## config.mk

```make
export PLATFORM = sky130hd
export DESIGN_NAME = audFrameTx
export DESIGN_NICKNAME = d
export VERILOG_FILES = /design/src/rtl/audFramePkg.sv /design/src/rtl/audFrameCtl.sv /design/src/rtl/audFrameDp.sv /design/src/rtl/audFrameTx.sv
export SDC_FILE = /design/constraint.sdc
export NUM_CORES = 1
export LEC_CHECK = 0
export BUFFER_PORTS_ARGS = -buffer_cell sky130_fd_sc_hd__buf_4
export CAP_MARGIN = 20
export CORE_UTILIZATION = 61
export CTS_BUF_LIST = sky130_fd_sc_hd__clkbuf_4 sky130_fd_sc_hd__clkbuf_8 sky130_fd_sc_hd__clkbuf_16
export DETAILED_ROUTE_END_ITERATION = 10
export HOLD_SLACK_MARGIN = 0.15
export PLACE_DENSITY_LB_ADDON = 0.1
export SLEW_MARGIN = 0
export SYNTH_ARGS = -nofsm -noshare
export SYNTH_HDL_FRONTEND = slang
export SYNTH_HIERARCHICAL = 1
export SYNTH_SLANG_ARGS = --single-unit
export TNS_END_PERCENT = 1
```

## constraint.sdc

```tcl
create_clock -name bitClk -period 5.55 [get_ports bitClk]
set_input_delay 0.2775 -clock bitClk [delete_from_list [all_inputs] [get_ports bitClk]]
set_output_delay 0.2775 -clock bitClk [all_outputs]
set_load 0.01 [all_outputs]
```

## src/rtl/audFramePkg.sv

```systemverilog
package audFramePkg;

  // Strobes from the frame sequencer to the serializer, valid for the coming edge
  typedef struct packed {
    logic loadFrame;  // capture inputs and load the tag slot
    logic loadSlot;   // load the data slot named by slotIdx
  } frameStrobe_t;

endpackage

```

## src/rtl/audFrameCtl.sv

```systemverilog
module audFrameCtl
  import audFramePkg::*;
#(
  parameter int TAG_W     = 16,
  parameter int SLOT_W    = 20,
  parameter int NUM_SLOTS = 12,
  localparam int IDX_W    = $clog2(NUM_SLOTS + 1)
) (
  input  logic               clk,
  input  logic               rstN,
  output frameStrobe_t       strobe,
  output logic [IDX_W-1:0]   slotIdx,
  output logic               syncOut,
  output logic               readyOut
);

  localparam int MAX_W     = (TAG_W > SLOT_W) ? TAG_W : SLOT_W;
  localparam int BIT_W     = $clog2(MAX_W);
  localparam int FRAME_LEN = TAG_W + NUM_SLOTS * SLOT_W;
  localparam int GAP_W     = $clog2(FRAME_LEN + 2);

  logic [IDX_W-1:0] slotQ, slotD;
  logic [BIT_W-1:0] bitQ, bitD;
  logic             syncQ, readyQ;

  // Next position in the frame: slot 0 is the tag slot
  always_comb begin
    slotD = slotQ;
    bitD  = bitQ + 1'b1;
    if (slotQ == '0) begin
      if (bitQ == BIT_W'(TAG_W - 1)) begin
        slotD = IDX_W'(1);
        bitD  = '0;
      end
    end else if (bitQ == BIT_W'(SLOT_W - 1)) begin
      bitD  = '0;
      slotD = (slotQ == IDX_W'(NUM_SLOTS)) ? '0 : slotQ + 1'b1;
    end
  end

  always_comb begin
    strobe.loadFrame = (slotD == '0) && (bitD == '0);
    strobe.loadSlot  = (slotD != '0) && (bitD == '0);
    slotIdx          = slotD;
  end

  // Reset two bit times before a frame boundary so ready shows first
  always_ff @(posedge clk or negedge rstN) begin
    if (!rstN) begin
      slotQ  <= IDX_W'(NUM_SLOTS);
      bitQ   <= BIT_W'(SLOT_W - 2);
      syncQ  <= 1'b0;
      readyQ <= 1'b0;
    end else begin
      slotQ  <= slotD;
      bitQ   <= bitD;
      syncQ  <= (slotD == '0);
      readyQ <= (slotD == IDX_W'(NUM_SLOTS)) && (bitD == BIT_W'(SLOT_W - 1));
    end
  end

  assign syncOut  = syncQ;
  assign readyOut = readyQ;

  // Checker state: sync history, high-time and rise-to-rise spacing
  logic             syncPrev, seenRise;
  logic [GAP_W-1:0] gapCnt, highCnt;

  always_ff @(posedge clk or negedge rstN) begin
    if (!rstN) begin
      syncPrev <= 1'b0;
      seenRise <= 1'b0;
      gapCnt   <= '0;
      highCnt  <= '0;
    end else begin
      syncPrev <= syncQ;
      highCnt  <= syncQ ? highCnt + 1'b1 : '0;
      if (syncQ && !syncPrev) begin
        seenRise <= 1'b1;
        gapCnt   <= GAP_W'(1);
      end else if (gapCnt != '1) begin
        gapCnt <= gapCnt + 1'b1;
      end
    end
  end

  a_r1_frame_period: assert property (@(posedge clk) disable iff (!rstN)
    (syncQ && !syncPrev && seenRise) |-> (gapCnt == GAP_W'(FRAME_LEN)));

  a_r1_sync_high_time: assert property (@(posedge clk) disable iff (!rstN)
    (!syncQ && syncPrev) |-> (highCnt == GAP_W'(TAG_W)));

  a_r2_ready_leads_sync: assert property (@(posedge clk) disable iff (!rstN)
    readyQ |=> (syncQ && !readyQ));

endmodule

```

## src/rtl/audFrameDp.sv

```systemverilog
module audFrameDp
  import audFramePkg::*;
#(
  parameter int TAG_W     = 16,
  parameter int SLOT_W    = 20,
  parameter int NUM_SLOTS = 12,
  parameter int SAMPLE_W  = 16,
  localparam int IDX_W    = $clog2(NUM_SLOTS + 1)
) (
  input  logic                clk,
  input  logic                rstN,
  input  frameStrobe_t        strobe,
  input  logic [IDX_W-1:0]    slotIdx,
  input  logic                cmdValid,
  input  logic [SLOT_W-1:0]   cmdAddr,
  input  logic [SLOT_W-1:0]   cmdData,
  input  logic                pcmValid,
  input  logic [SAMPLE_W-1:0] pcmLeft,
  input  logic [SAMPLE_W-1:0] pcmRight,
  output logic                sdoOut
);

  localparam int PAD_W   = SLOT_W - SAMPLE_W;
  localparam int TAG_PAD = SLOT_W - TAG_W;

  // Which slot each valid flag governs
  function automatic logic [NUM_SLOTS:1] slotMap(input logic cv, input logic pv);
    logic [NUM_SLOTS:1] m;
    for (int k = 1; k <= NUM_SLOTS; k++) begin
      m[k] = (k == 1 || k == 2) ? cv : ((k == 3 || k == 4) ? pv : 1'b0);
    end
    return m;
  endfunction

  logic                heldCmdV, heldPcmV;
  logic [SLOT_W-1:0]   heldAddr, heldData;
  logic [SAMPLE_W-1:0] heldLeft, heldRight;

  always_ff @(posedge clk or negedge rstN) begin
    if (!rstN) begin
      heldCmdV  <= 1'b0;
      heldPcmV  <= 1'b0;
      heldAddr  <= '0;
      heldData  <= '0;
      heldLeft  <= '0;
      heldRight <= '0;
    end else if (strobe.loadFrame) begin
      heldCmdV  <= cmdValid;
      heldPcmV  <= pcmValid;
      heldAddr  <= cmdAddr;
      heldData  <= cmdData;
      heldLeft  <= pcmLeft;
      heldRight <= pcmRight;
    end
  end

  // Tag word from the live flags, taken on the capture edge
  logic [NUM_SLOTS:1] liveOk, heldOk;
  logic [TAG_W-1:0]   tagWord;

  always_comb begin
    liveOk  = slotMap(cmdValid, pcmValid);
    heldOk  = slotMap(heldCmdV, heldPcmV);
    tagWord = '0;
    tagWord[TAG_W-1] = |liveOk;
    for (int k = 1; k <= NUM_SLOTS; k++) begin
      tagWord[TAG_W-1-k] = liveOk[k];
    end
  end

  // Slot contents, zero-stuffed when the slot is tagged invalid
  logic [SLOT_W-1:0] rawWord  [1:NUM_SLOTS];
  logic [SLOT_W-1:0] slotWord [0:NUM_SLOTS];

  assign slotWord[0] = '0;

  for (genvar k = 1; k <= NUM_SLOTS; k++) begin : g_slot
    if (k == 1) begin : g_addr
      assign rawWord[k] = heldAddr;
    end else if (k == 2) begin : g_data
      assign rawWord[k] = heldData;
    end else if (k == 3) begin : g_left
      assign rawWord[k] = SLOT_W'(heldLeft) << PAD_W;
    end else if (k == 4) begin : g_right
      assign rawWord[k] = SLOT_W'(heldRight) << PAD_W;
    end else begin : g_idle
      assign rawWord[k] = '0;
    end
    assign slotWord[k] = heldOk[k] ? rawWord[k] : '0;
  end

  // Slot-wide shifter, MSB drives the line
  logic [SLOT_W-1:0] outSr;
  logic              curOk;

  always_ff @(posedge clk or negedge rstN) begin
    if (!rstN) begin
      outSr <= '0;
      curOk <= 1'b0;
    end else if (strobe.loadFrame) begin
      outSr <= SLOT_W'(tagWord) << TAG_PAD;
      curOk <= 1'b1;
    end else if (strobe.loadSlot) begin
      outSr <= slotWord[slotIdx];
      curOk <= heldOk[slotIdx];
    end else begin
      outSr <= outSr << 1;
    end
  end

  assign sdoOut = outSr[SLOT_W-1];

  a_r3_hold_stable: assert property (@(posedge clk) disable iff (!rstN)
    !strobe.loadFrame |=> ($stable(heldAddr) && $stable(heldData) && $stable(heldLeft)
                           && $stable(heldRight) && $stable(heldCmdV) && $stable(heldPcmV)));

  a_r7_zero_stuff: assert property (@(posedge clk) disable iff (!rstN)
    !curOk |-> !sdoOut);

endmodule

```

## src/rtl/audFrameTx.sv

```systemverilog
module audFrameTx
  import audFramePkg::*;
#(
  parameter int TAG_W     = 16,
  parameter int SLOT_W    = 20,
  parameter int NUM_SLOTS = 12,
  parameter int SAMPLE_W  = 16
) (
  input  logic                bitClk,
  input  logic                rstN,
  input  logic                cmdValid,
  input  logic [SLOT_W-1:0]   cmdAddr,
  input  logic [SLOT_W-1:0]   cmdData,
  input  logic                pcmValid,
  input  logic [SAMPLE_W-1:0] pcmLeft,
  input  logic [SAMPLE_W-1:0] pcmRight,
  output logic                frameReady,
  output logic                syncOut,
  output logic                sdoOut
);

  localparam int IDX_W = $clog2(NUM_SLOTS + 1);

  frameStrobe_t     strobe;
  logic [IDX_W-1:0] slotIdx;

  audFrameCtl #(
    .TAG_W(TAG_W), .SLOT_W(SLOT_W), .NUM_SLOTS(NUM_SLOTS)
  ) uCtl (
    .clk(bitClk), .rstN(rstN), .strobe(strobe), .slotIdx(slotIdx),
    .syncOut(syncOut), .readyOut(frameReady)
  );

  audFrameDp #(
    .TAG_W(TAG_W), .SLOT_W(SLOT_W), .NUM_SLOTS(NUM_SLOTS), .SAMPLE_W(SAMPLE_W)
  ) uDp (
    .clk(bitClk), .rstN(rstN), .strobe(strobe), .slotIdx(slotIdx),
    .cmdValid(cmdValid), .cmdAddr(cmdAddr), .cmdData(cmdData),
    .pcmValid(pcmValid), .pcmLeft(pcmLeft), .pcmRight(pcmRight),
    .sdoOut(sdoOut)
  );

endmodule

```

After elaboration in Yosys (flattened, before gate mapping)
Index checks and enable logic that the tools add are counted.
- bits in registers: 105
- logic and storage cells: 44
- add/sub/neg operators: 2
- magnitude comparators: 1
- equality and inequality tests: 5
- muxes and demuxes: 16
- bitwise operators: 1
- reductions and logical operators: 8
- operators with widths (operator ; count):
    20-bit 2-to-1 mux ; 8
    20-bit binary-select mux with 4-bit select ; 1
    4-bit 2-to-1 mux ; 4
    5-bit 2-to-1 mux ; 3
    5-bit == test (second input constant) ; 2
    4-bit == test (second input constant) ; 2
    4-bit zero test ; 2
    5-bit by 1-bit adder with 5-bit output (second input constant) ; 1
    5-bit by 4-bit == test with 1-bit output (second input constant) ; 1
    5-bit greater-or-equal comparator (second input constant) ; 1
    5-bit zero test ; 1
    4-bit NOT with 5-bit output ; 1
    4-bit by 1-bit adder with 4-bit output (second input constant) ; 1
    4-bit nonzero test ; 1
    1-bit logical AND ; 3
    2-bit OR reduction ; 1

Longest topological paths before layout
Gate-level depths: netlist of run 1.
- depth in word-level cells: 10
- mapped depth: 16
- mapped depth without buffers: 13

By module
The synthesis of run 1 kept the hierarchy.
- by module, submodules not included (module ; times used ; cells an instance ; area each (um2)):
    audFrameDp ; 1 ; 316 ; 4216.5
    audFrameCtl ; 1 ; 78 ; 794.5

Worst setup path before layout of run 1
No wires, ideal clock.
- path kind: register to register
- from: reg uCtl.bitQ[0]
- to: reg uDp.heldAddr[14]
- data arrival time: 3.140 ns
- slack: 2.285 ns
- stages on the path, launching flop included: 15
- buffers on the path: 3
- clock period less this slack: 3.265 ns
- cell sequence: dfrtp_1 -> ha_1 -> and2_1 -> nand2_1 -> inv_1 -> ha_1 -> and3b_2 -> a31oi_1 -> o221ai_2 -> nor3_4 -> nor2b_4 -> buf_6 -> buf_2 -> buf_1 -> mux2_2
- RTL lines (element ; line ; text):
    from (decl) ; audFrameCtl.sv:23 ; logic [BIT_W-1:0] bitQ, bitD;
    from (signal assigned) ; audFrameCtl.sv:51 ; bitQ <= BIT_W'(SLOT_W - 2);
    from (signal assigned) ; audFrameCtl.sv:56 ; bitQ <= bitD;
    to (signal assigned) ; audFrameDp.sv:50 ; heldAddr <= cmdAddr;
    to (decl) ; audFrameDp.sv:36 ; logic [SLOT_W-1:0] heldAddr, heldData;

==> flow_metrics.tcl, run 1 <==
set metrics [dict create \
    die_w_um 92.64 \
    internal_power_mw 1.051 \
    skew_ns 0.01298 \
    setup_viol 0 \
    vdd_drop_max_mv 0.1640 \
    stdcell_count 637 \
    finalNetCount 611 \
    grt-ovfl-total 0 \
    synth_cell_types 54 \
    clockPowerShare_pct 36.2 \
    drt_drc_violations_left 0 \
    num_antenna_cells 0 \
    vias_per_cell 6.042 \
    yosys_warnings 6 \
    fmax_mhz 246.4 \
    post-route-period-util_pct 73.14 \
    power_density_nw_per_um2 206.5 \
    relSlewSlack_pct 37.46 \
    wl_um 12770 \
    coreArea_um2 7848 \
    crit_path_start_kind "flop" \
    grt_pass1_wl_um 20770 \
    drtIter0Drc 245 \
    final_cell_mix "dfrtp_1 (101), buf_4 (83), mux2_2 (74)" \
    post-place-ws_ns 1.575 \
    place_inst 550 \
    netlist_area_um2 5011 \
    clkTransAtPathRegs_ns 0.10 \
    nFillCells 441 \
    syn2layout_area_growth_pct 30.96 \
    hp-class "input pin to flop" \
    clockRootBuffer "clkbuf_8" \
    die_h_um 92.64 \
    cts_setup_buffers 0 \
    cts_max_level 3 \
    power.leakage_nw 3.074 \
    crit_chain "ha_1 -> and2_1 -> nand2_1 -> inv_1 -> ha_1 -> inv_1 -> mux2i_2 -> o2bb2ai_4 -> nor3_4 -> nor2b_4 -> buf_4 -> mux2_2" \
    hold_viol 0 \
    crit_family "simple AND/OR/NAND/NOR gates" \
    cts_resized 0 \
    cts_tree "built" \
    grt_max_degree 56 \
    whs_ns 0.1580 \
    required_ns 5.81 \
    synth_seq_cells 105 \
    grt.total_usage_pct 32.15 \
    dr.pass1.iters 5 \
    end_kind "flop" \
    rows 32 \
    die_area_um2 8581 \
    routedWlPerCell_um 20.04 \
    rr_startpoint "uCtl/bitQ[1]" \
    clk_latency_ns 0.37 \
    ys_seq_area_share_pct 52.53 \
    hold_end "uDp/heldAddr[13]" \
    layout_min_cycle_time_ns 4.059 \
    vias 3849 \
    hpwl_um 7226 \
    avgSynthCellArea_um2 12.72 \
    drv_slew 0 \
    synth-main-ff-cell "dfrtp_1" \
    gp_congestion 0.8341 \
    setup_tns_ns 0 \
    synth_edf_count 0 \
    max_stage_delay_ns 0.58 \
    maxCapViolCount 0 \
    grt_pass1_vias 4030 \
    worstHoldPathCells 2 \
    cts.sinks 105 \
    final_common_cell "dfrtp_1" \
    rsz0062_at_grt "false" \
    tightest_slew_ns 0.9341 \
    swShare_pct 22.47 \
    clockBufferDepth 2 \
    r2r_slack_ns 1.49 \
    cts_buffers 9 \
    critPathBufInv 3 \
    cp.depth 12 \
    worstReg2RegEnd "uDp/heldData[2]" \
    synth_cells 394 \
    place_area_um2 5645 \
    cp_slowest_cell "buf_4" \
    p_switching_mw 0.3045 \
    initial_utilization_pct 63.86 \
    worstPathMaxFanout 45 \
    combinationalPowerShare_pct 7.4 \
    ios 79 \
    utilization_pct 83.63 \
    p_seq_share_pct 56.4 \
    io_buffers 78 \
    hold_start "cmdAddr[13]" \
    power_mw 1.355 \
    synth_nets 475 \
    async_reset_ff_share_pct 100.0 \
    worst_slack_ns 1.491 \
    arrival_ns 4.32 \
    drive_gt1_share_pct 35.89 \
    postRouteAntennaNets 0 \
    final_cell_area_um2 6563 \
    worstSetupPathType "flop to flop" \
    status "complete, no violations" \
    antenna_found_initial 0 \
    reg2reg_depth 12 \
]
## cell usage after synthesis (2+ instances only)
cell type,n,area [um^2]
a2111oi_0,11,96.34
a21boi_0,16,120.1
a21oi_1,6,30.03
a22oi_1,9,67.56
a31oi_1,2,12.51
and4_1,12,105.1
and4b_1,16,160.2
buf_2,5,25.02
clkbuf_1,22,82.58
dfrtp_1,101,2527
dfstp_2,4,105.1
ha_1,5,62.56
inv_1,7,26.28
mux2_2,74,833.3
nand2_1,18,67.56
nand3_1,2,10.01
nand4_1,5,31.28
nand4b_1,10,87.58
nor2_1,11,41.29
nor2b_1,4,25.02
o21ai_0,3,15.01
o21ai_1,3,15.01
o31ai_1,17,127.6
## timing repair
item                                   CTS  global route
endpoints found under the hold margin  118             0
setup endpoints to repair                0             0
hold buffers                            71             0
## layout make-up
cell class              count  area (um^2)  share of cell area (%)
multi-input cells         252         2225                   33.90
clock inverters             6        75.07                   1.144
clock buffers              10        131.4                   2.002
repair buffers            155         1345                   20.50
flip-flops and latches    105         2633                   40.11
well taps                 102        127.6                   1.945
inverters                   7        26.28                  0.4004
## worst max path at each step
stage / endpoint / start / slack (ns)
after floorplan: uDp/heldAddr[14] / uCtl/bitQ[0] / 2.28
after global placement: uDp/outSr[3] / uCtl/bitQ[0] / 1.71
after detailed placement: uDp/heldData[2] / uCtl/bitQ[1] / 1.58
after CTS: uDp/heldData[18] / uCtl/bitQ[1] / 1.56
after global routing: uDp/heldData[2] / uCtl/bitQ[1] / 1.22
final: uDp/heldData[2] / uCtl/bitQ[1] / 1.49
## power groups by stage
| stage | clock network [mW] | logic, mW | registers, mW |
|---|---|---|---|
| after detailed placement | 0 | 0.0576 | 0.780 |
| after CTS | 0.496 | 0.0971 | 0.765 |
| after global routing | 0.528 | 0.108 | 0.765 |
| after floorplan | 0 | 0.000455 | 0.780 |
| final | 0.491 | 0.0997 | 0.765 |
| after global placement | 0 | 0.0565 | 0.780 |
## sequential cells by signal (all words and copies together) (netlist names), 4 cells and up
name,flops
uDp/heldAddr,20
uDp/outSr,20
uCtl/bitQ,5
uDp/heldData,20
uCtl/slotQ,4
uDp/heldLeft,16
uDp/heldRight,16
## cells by family (layout without fill, tap and decap cells)
family	after synthesis	in the layout	share of synthesized area (%)
buffers and inverters	37	178	3.071
xor gates and xnor gates	2	2	0.3496
adders and majority gates	5	5	1.248
and+or+nand+nor	94	94	14.13
AOI/OAI and AO/OA	76	76	11.76
DFF	105	105	52.53
muxes	75	75	16.90
## per-layer routing
layer	part of all wire, %	global-route usage [%]	vias up
met5	0	0	-
met4	2.3	10.51	0
met3	4.7	6.076	28
met2	51	54.07	136
met1	42	42.14	1924
li1	-	-	1761
## worst reg2reg max path, stage by stage, from the launching register on
cell and delay, ns:
dfstp_2 0.56, ha_1 0.27, and2_1 0.18, nand2_1 0.09, inv_1 0.07, ha_1 0.18
inv_1 0.07, mux2i_2 0.35, o2bb2ai_4 0.36, nor3_4 0.29, nor2b_4 0.49, buf_4 0.59
mux2_2 0.45
No activity file was read; power rests on OpenSTA's default activity.
==> inputs of run 2 (changes only) <==
--- a/config.mk
+++ b/config.mk
@@ -5,9 +5,10 @@
 export SDC_FILE = /design/constraint.sdc
 export NUM_CORES = 1
 export LEC_CHECK = 0
+export ABC_AREA = 1
 export BUFFER_PORTS_ARGS = -buffer_cell sky130_fd_sc_hd__buf_4
 export CAP_MARGIN = 20
-export CORE_UTILIZATION = 61
+export CORE_UTILIZATION = 57
 export CTS_BUF_LIST = sky130_fd_sc_hd__clkbuf_4 sky130_fd_sc_hd__clkbuf_8 sky130_fd_sc_hd__clkbuf_16
 export DETAILED_ROUTE_END_ITERATION = 10
 export HOLD_SLACK_MARGIN = 0.15
==> constraint.sdc (replaced) <==
create_clock -name bitClk -period 4.25 [get_ports bitClk]
set_input_delay 0.2125 -clock bitClk [delete_from_list [all_inputs] [get_ports bitClk]]
set_output_delay 0.2125 -clock bitClk [all_outputs]
set_load 0.01 [all_outputs]
==> run 2 against run 1 <==
  * Register-to-register slack lost 0.37 ns
  * Non-clock buffer count increased by 4
  * Fmax increased by 30%
  * Count of clock-buffer cells in the layout unchanged
  * Critical path type unchanged
  * Clock skew up 0.0013 ns
  * Critical endpoint is now uDp/outSr[17]
==> flow_metrics.tcl, run 2 <==
set metrics [dict create \
    post-place-ws_ns 1.155 \
    setup_viol 0 \
    crit_chain "ha_1 -> inv_1 -> nor3_1 -> ha_1 -> nand4_2 -> nand2_4 -> a21o_2 -> nand3_2 -> nor2_4 -> buf_4 -> inv_2 -> nand2_1 -> a21oi_1 -> nand2_1 -> nand2_1" \
    crit_top_cell "nand2_1" \
    worstSetupPathType "flop to flop" \
    arrival_ns 3.39 \
    hold_viol 0 \
    synthTopCellsByCount "nand2_1 (313), dfrtp_1 (101), inv_1 (47)" \
    ys_seq_area_share_pct 50.80 \
    synth_cell_types 35 \
    cts_max_level 3 \
    gp_congestion 0.8806 \
    reg_top3 "uDp/heldAddr: 20 flops, uDp/heldData: 20 flops, uDp/outSr: 20 flops" \
    whs_ns 0.4677 \
    maxCapViolCount 0 \
    grt_max_degree 78 \
    rows 34 \
    internal_power_mw 1.384 \
    worst_slack_ns 1.120 \
    drtIter0Drc 318 \
    rsz0062_at_grt "false" \
    grt-ovfl-total 0 \
    coreArea_um2 8763 \
    crit_path_start_kind "flop" \
    finalNetCount 897 \
    clockPowerShare_pct 36.5 \
    clockRootBuffer "clkbuf_8" \
    status "complete, no violations" \
    tightest_slew_ns 0.9561 \
    swShare_pct 22.15 \
    synth_cells 677 \
    drv_slew 0 \
    wl_um 13320 \
    yosys_warnings 6 \
    hpwl_um 8344 \
    io_buffers 78 \
    crit_family "simple AND/OR/NAND/NOR gates" \
    fmax_mhz 319.5 \
    num_antenna_cells 0 \
    clk_latency_ns 0.37 \
    die_h_um 97.35 \
    synth_edf_count 0 \
    power_density_nw_per_um2 263.0 \
    max_stage_delay_ns 0.57 \
    ys_top_cells_by_area "dfrtp_1 (49%), nand2_1 (23%), nand3_1 (3.9%)" \
    drt_drc_violations_left 0 \
    post-route-period-util_pct 73.65 \
    synth_seq_cells 105 \
    hp-class "flop to flop" \
    cts_buffers 9 \
    end_kind "flop" \
    skew_ns 0.01427 \
    ios 79 \
    worstPathMaxFanout 37 \
    netlist_area_um2 5182 \
    p_switching_mw 0.3938 \
    routedWlPerCell_um 14.34 \
    cp_slowest_cell "dfstp_2" \
    synth_nets 758 \
    layout_min_cycle_time_ns 3.130 \
    cts_tree "built" \
    drive_gt1_share_pct 17.05 \
    critPathBufInv 3 \
    dr.pass1.iters 5 \
    avgSynthCellArea_um2 7.655 \
    syn2layout_area_growth_pct 30.44 \
    required_ns 4.51 \
    vdd_drop_max_mv 0.1861 \
    final_common_cell "nand2_1" \
    postRouteAntennaNets 0 \
    multi_input_area_um2 2185 \
    setup_tns_ns 0 \
    antenna_found_initial 0 \
    synth_area_leader_cell "dfrtp_1" \
    yosys.cell_count.top_type "nand2_1" \
    nFillCells 637 \
    grt_pass1_vias 4856 \
    die_area_um2 9477 \
    cts.sinks 105 \
    vias 4890 \
    clkTransAtPathRegs_ns 0.10 \
    combinationalPowerShare_pct 7.4 \
    ff_latch_area_um2 2633 \
    p_seq_share_pct 56.2 \
    synth-main-ff-cell "dfrtp_1" \
    synth_top_area_share_pct 48.77 \
    power.leakage_nw 3.544 \
    relSlewSlack_pct 36.26 \
    async_reset_ff_share_pct 100.0 \
    initial_utilization_pct 59.14 \
    vias_per_cell 5.264 \
    grt.total_usage_pct 30.10 \
    final_cell_mix "nand2_1 (313), dfrtp_1 (101), buf_4 (84)" \
    die_w_um 97.35 \
    clockBufferDepth 2 \
    grt_pass1_wl_um 22770 \
]
## run 2: cell types whose count changed in the layout (fill, tap and decap cells not counted), moves of 9 or more
cell | previous run | this run
a22oi_1 | 9 | 0
o21ai_0 | 2 | 40
nand3_1 | 2 | 40
inv_1 | 7 | 47
and4_1 | 12 | 0
a2111oi_0 | 11 | 0
nand4b_1 | 10 | 0
nand2_1 | 18 | 313
a21boi_0 | 16 | 0
and4b_1 | 16 | 0
mux2_2 | 74 | 0
a21oi_1 | 6 | 20
o31ai_1 | 17 | 0
## run 2: repair_timing
action / 4_1_cts / 5_1_grt
resized for setup: 0 / 0
hold endpoints to repair: 148 / 0
hold buffers: 75 / 0
setup buffers: 0 / 0
## run 2: worst paths after layout
| kind | cells past startpoint | end | from | slack [ns] |
|---|---|---|---|---|
| min in group asynchronous | 2 | uDp/heldAddr[5] | rstN | 0.53 |
| min reg2reg | 2 | uDp/outSr[18] | uDp/outSr[17] | 0.47 |
| max | 15 | uDp/outSr[17] | uCtl/bitQ[1] | 1.12 |
| max in group asynchronous | 3 | uCtl/slotQ[2] | rstN | 2.71 |
| min | 2 | uDp/outSr[18] | uDp/outSr[17] | 0.47 |
| max reg2reg | 15 | uDp/outSr[17] | uCtl/bitQ[1] | 1.12 |
## run 2: worst register-to-register path: stages (launching register included)
cell     delay (ns)
dfstp_2        0.57
ha_1           0.23
inv_1          0.06
nor3_1         0.20
ha_1           0.22
nand4_2        0.21
nand2_4        0.16
a21o_2         0.10
nand3_2        0.10
nor2_4         0.14
buf_4          0.34
inv_2          0.07
nand2_1        0.40
a21oi_1        0.09
nand2_1        0.10
nand2_1        0.05
## run 2: routing by layer
metal  share of wire [%]  GRT usage [%]  vias to the layer above
met3                 4.6          4.820                       45
met5                   0              0                        -
met1                  44          39.78                     2274
li1                    -              -                     2388
met4                 3.9          13.80                        0
met2                  47          49.08                      183
## run 2: cells by family (layout without fill, tap and decap cells)
family	count (synthesis)	in the layout	share of synthesized area [%]
AO/OA/AOI/OAI	77	77	7.750
buffers and inverters	88	232	7.195
flip-flops	105	105	50.80
AND/OR/NAND/NOR	402	402	33.05
adder cells (fa/ha/maj)	5	5	1.207
## run 2: stage by stage
step           total power, mW  cell area (um^2)  cells  util, %
2_1_floorplan            1.018              5182    677        -
3_3_place_gp             1.090              5799    838    66.18
3_5_place_dp             1.091              5799    838    66.18
4_1_cts                  1.781              6760    929    77.14
5_1_grt                  1.840              6760    929    77.14
6_report                 1.778              6760    929    77.14
## run 2: area by class of cell
class	count	share of cell area (%)
multi-input cells	484	32.32
flip-flops and latches	105	38.94
inverters	57	3.202
clock inverters	6	1.073
clock buffers	10	2.036
repair buffers	159	20.43
well taps	108	1.999
## run 2: power groups by stage
stage / registers, mW / logic (mW) / clock network (mW)
global placement: 1.02 / 0.0724 / 0
global route: 0.999 / 0.142 / 0.699
CTS: 0.998 / 0.127 / 0.655
floorplan: 1.02 / 0.0000117 / 0
detailed placement: 1.02 / 0.0727 / 0
finish: 0.998 / 0.131 / 0.648
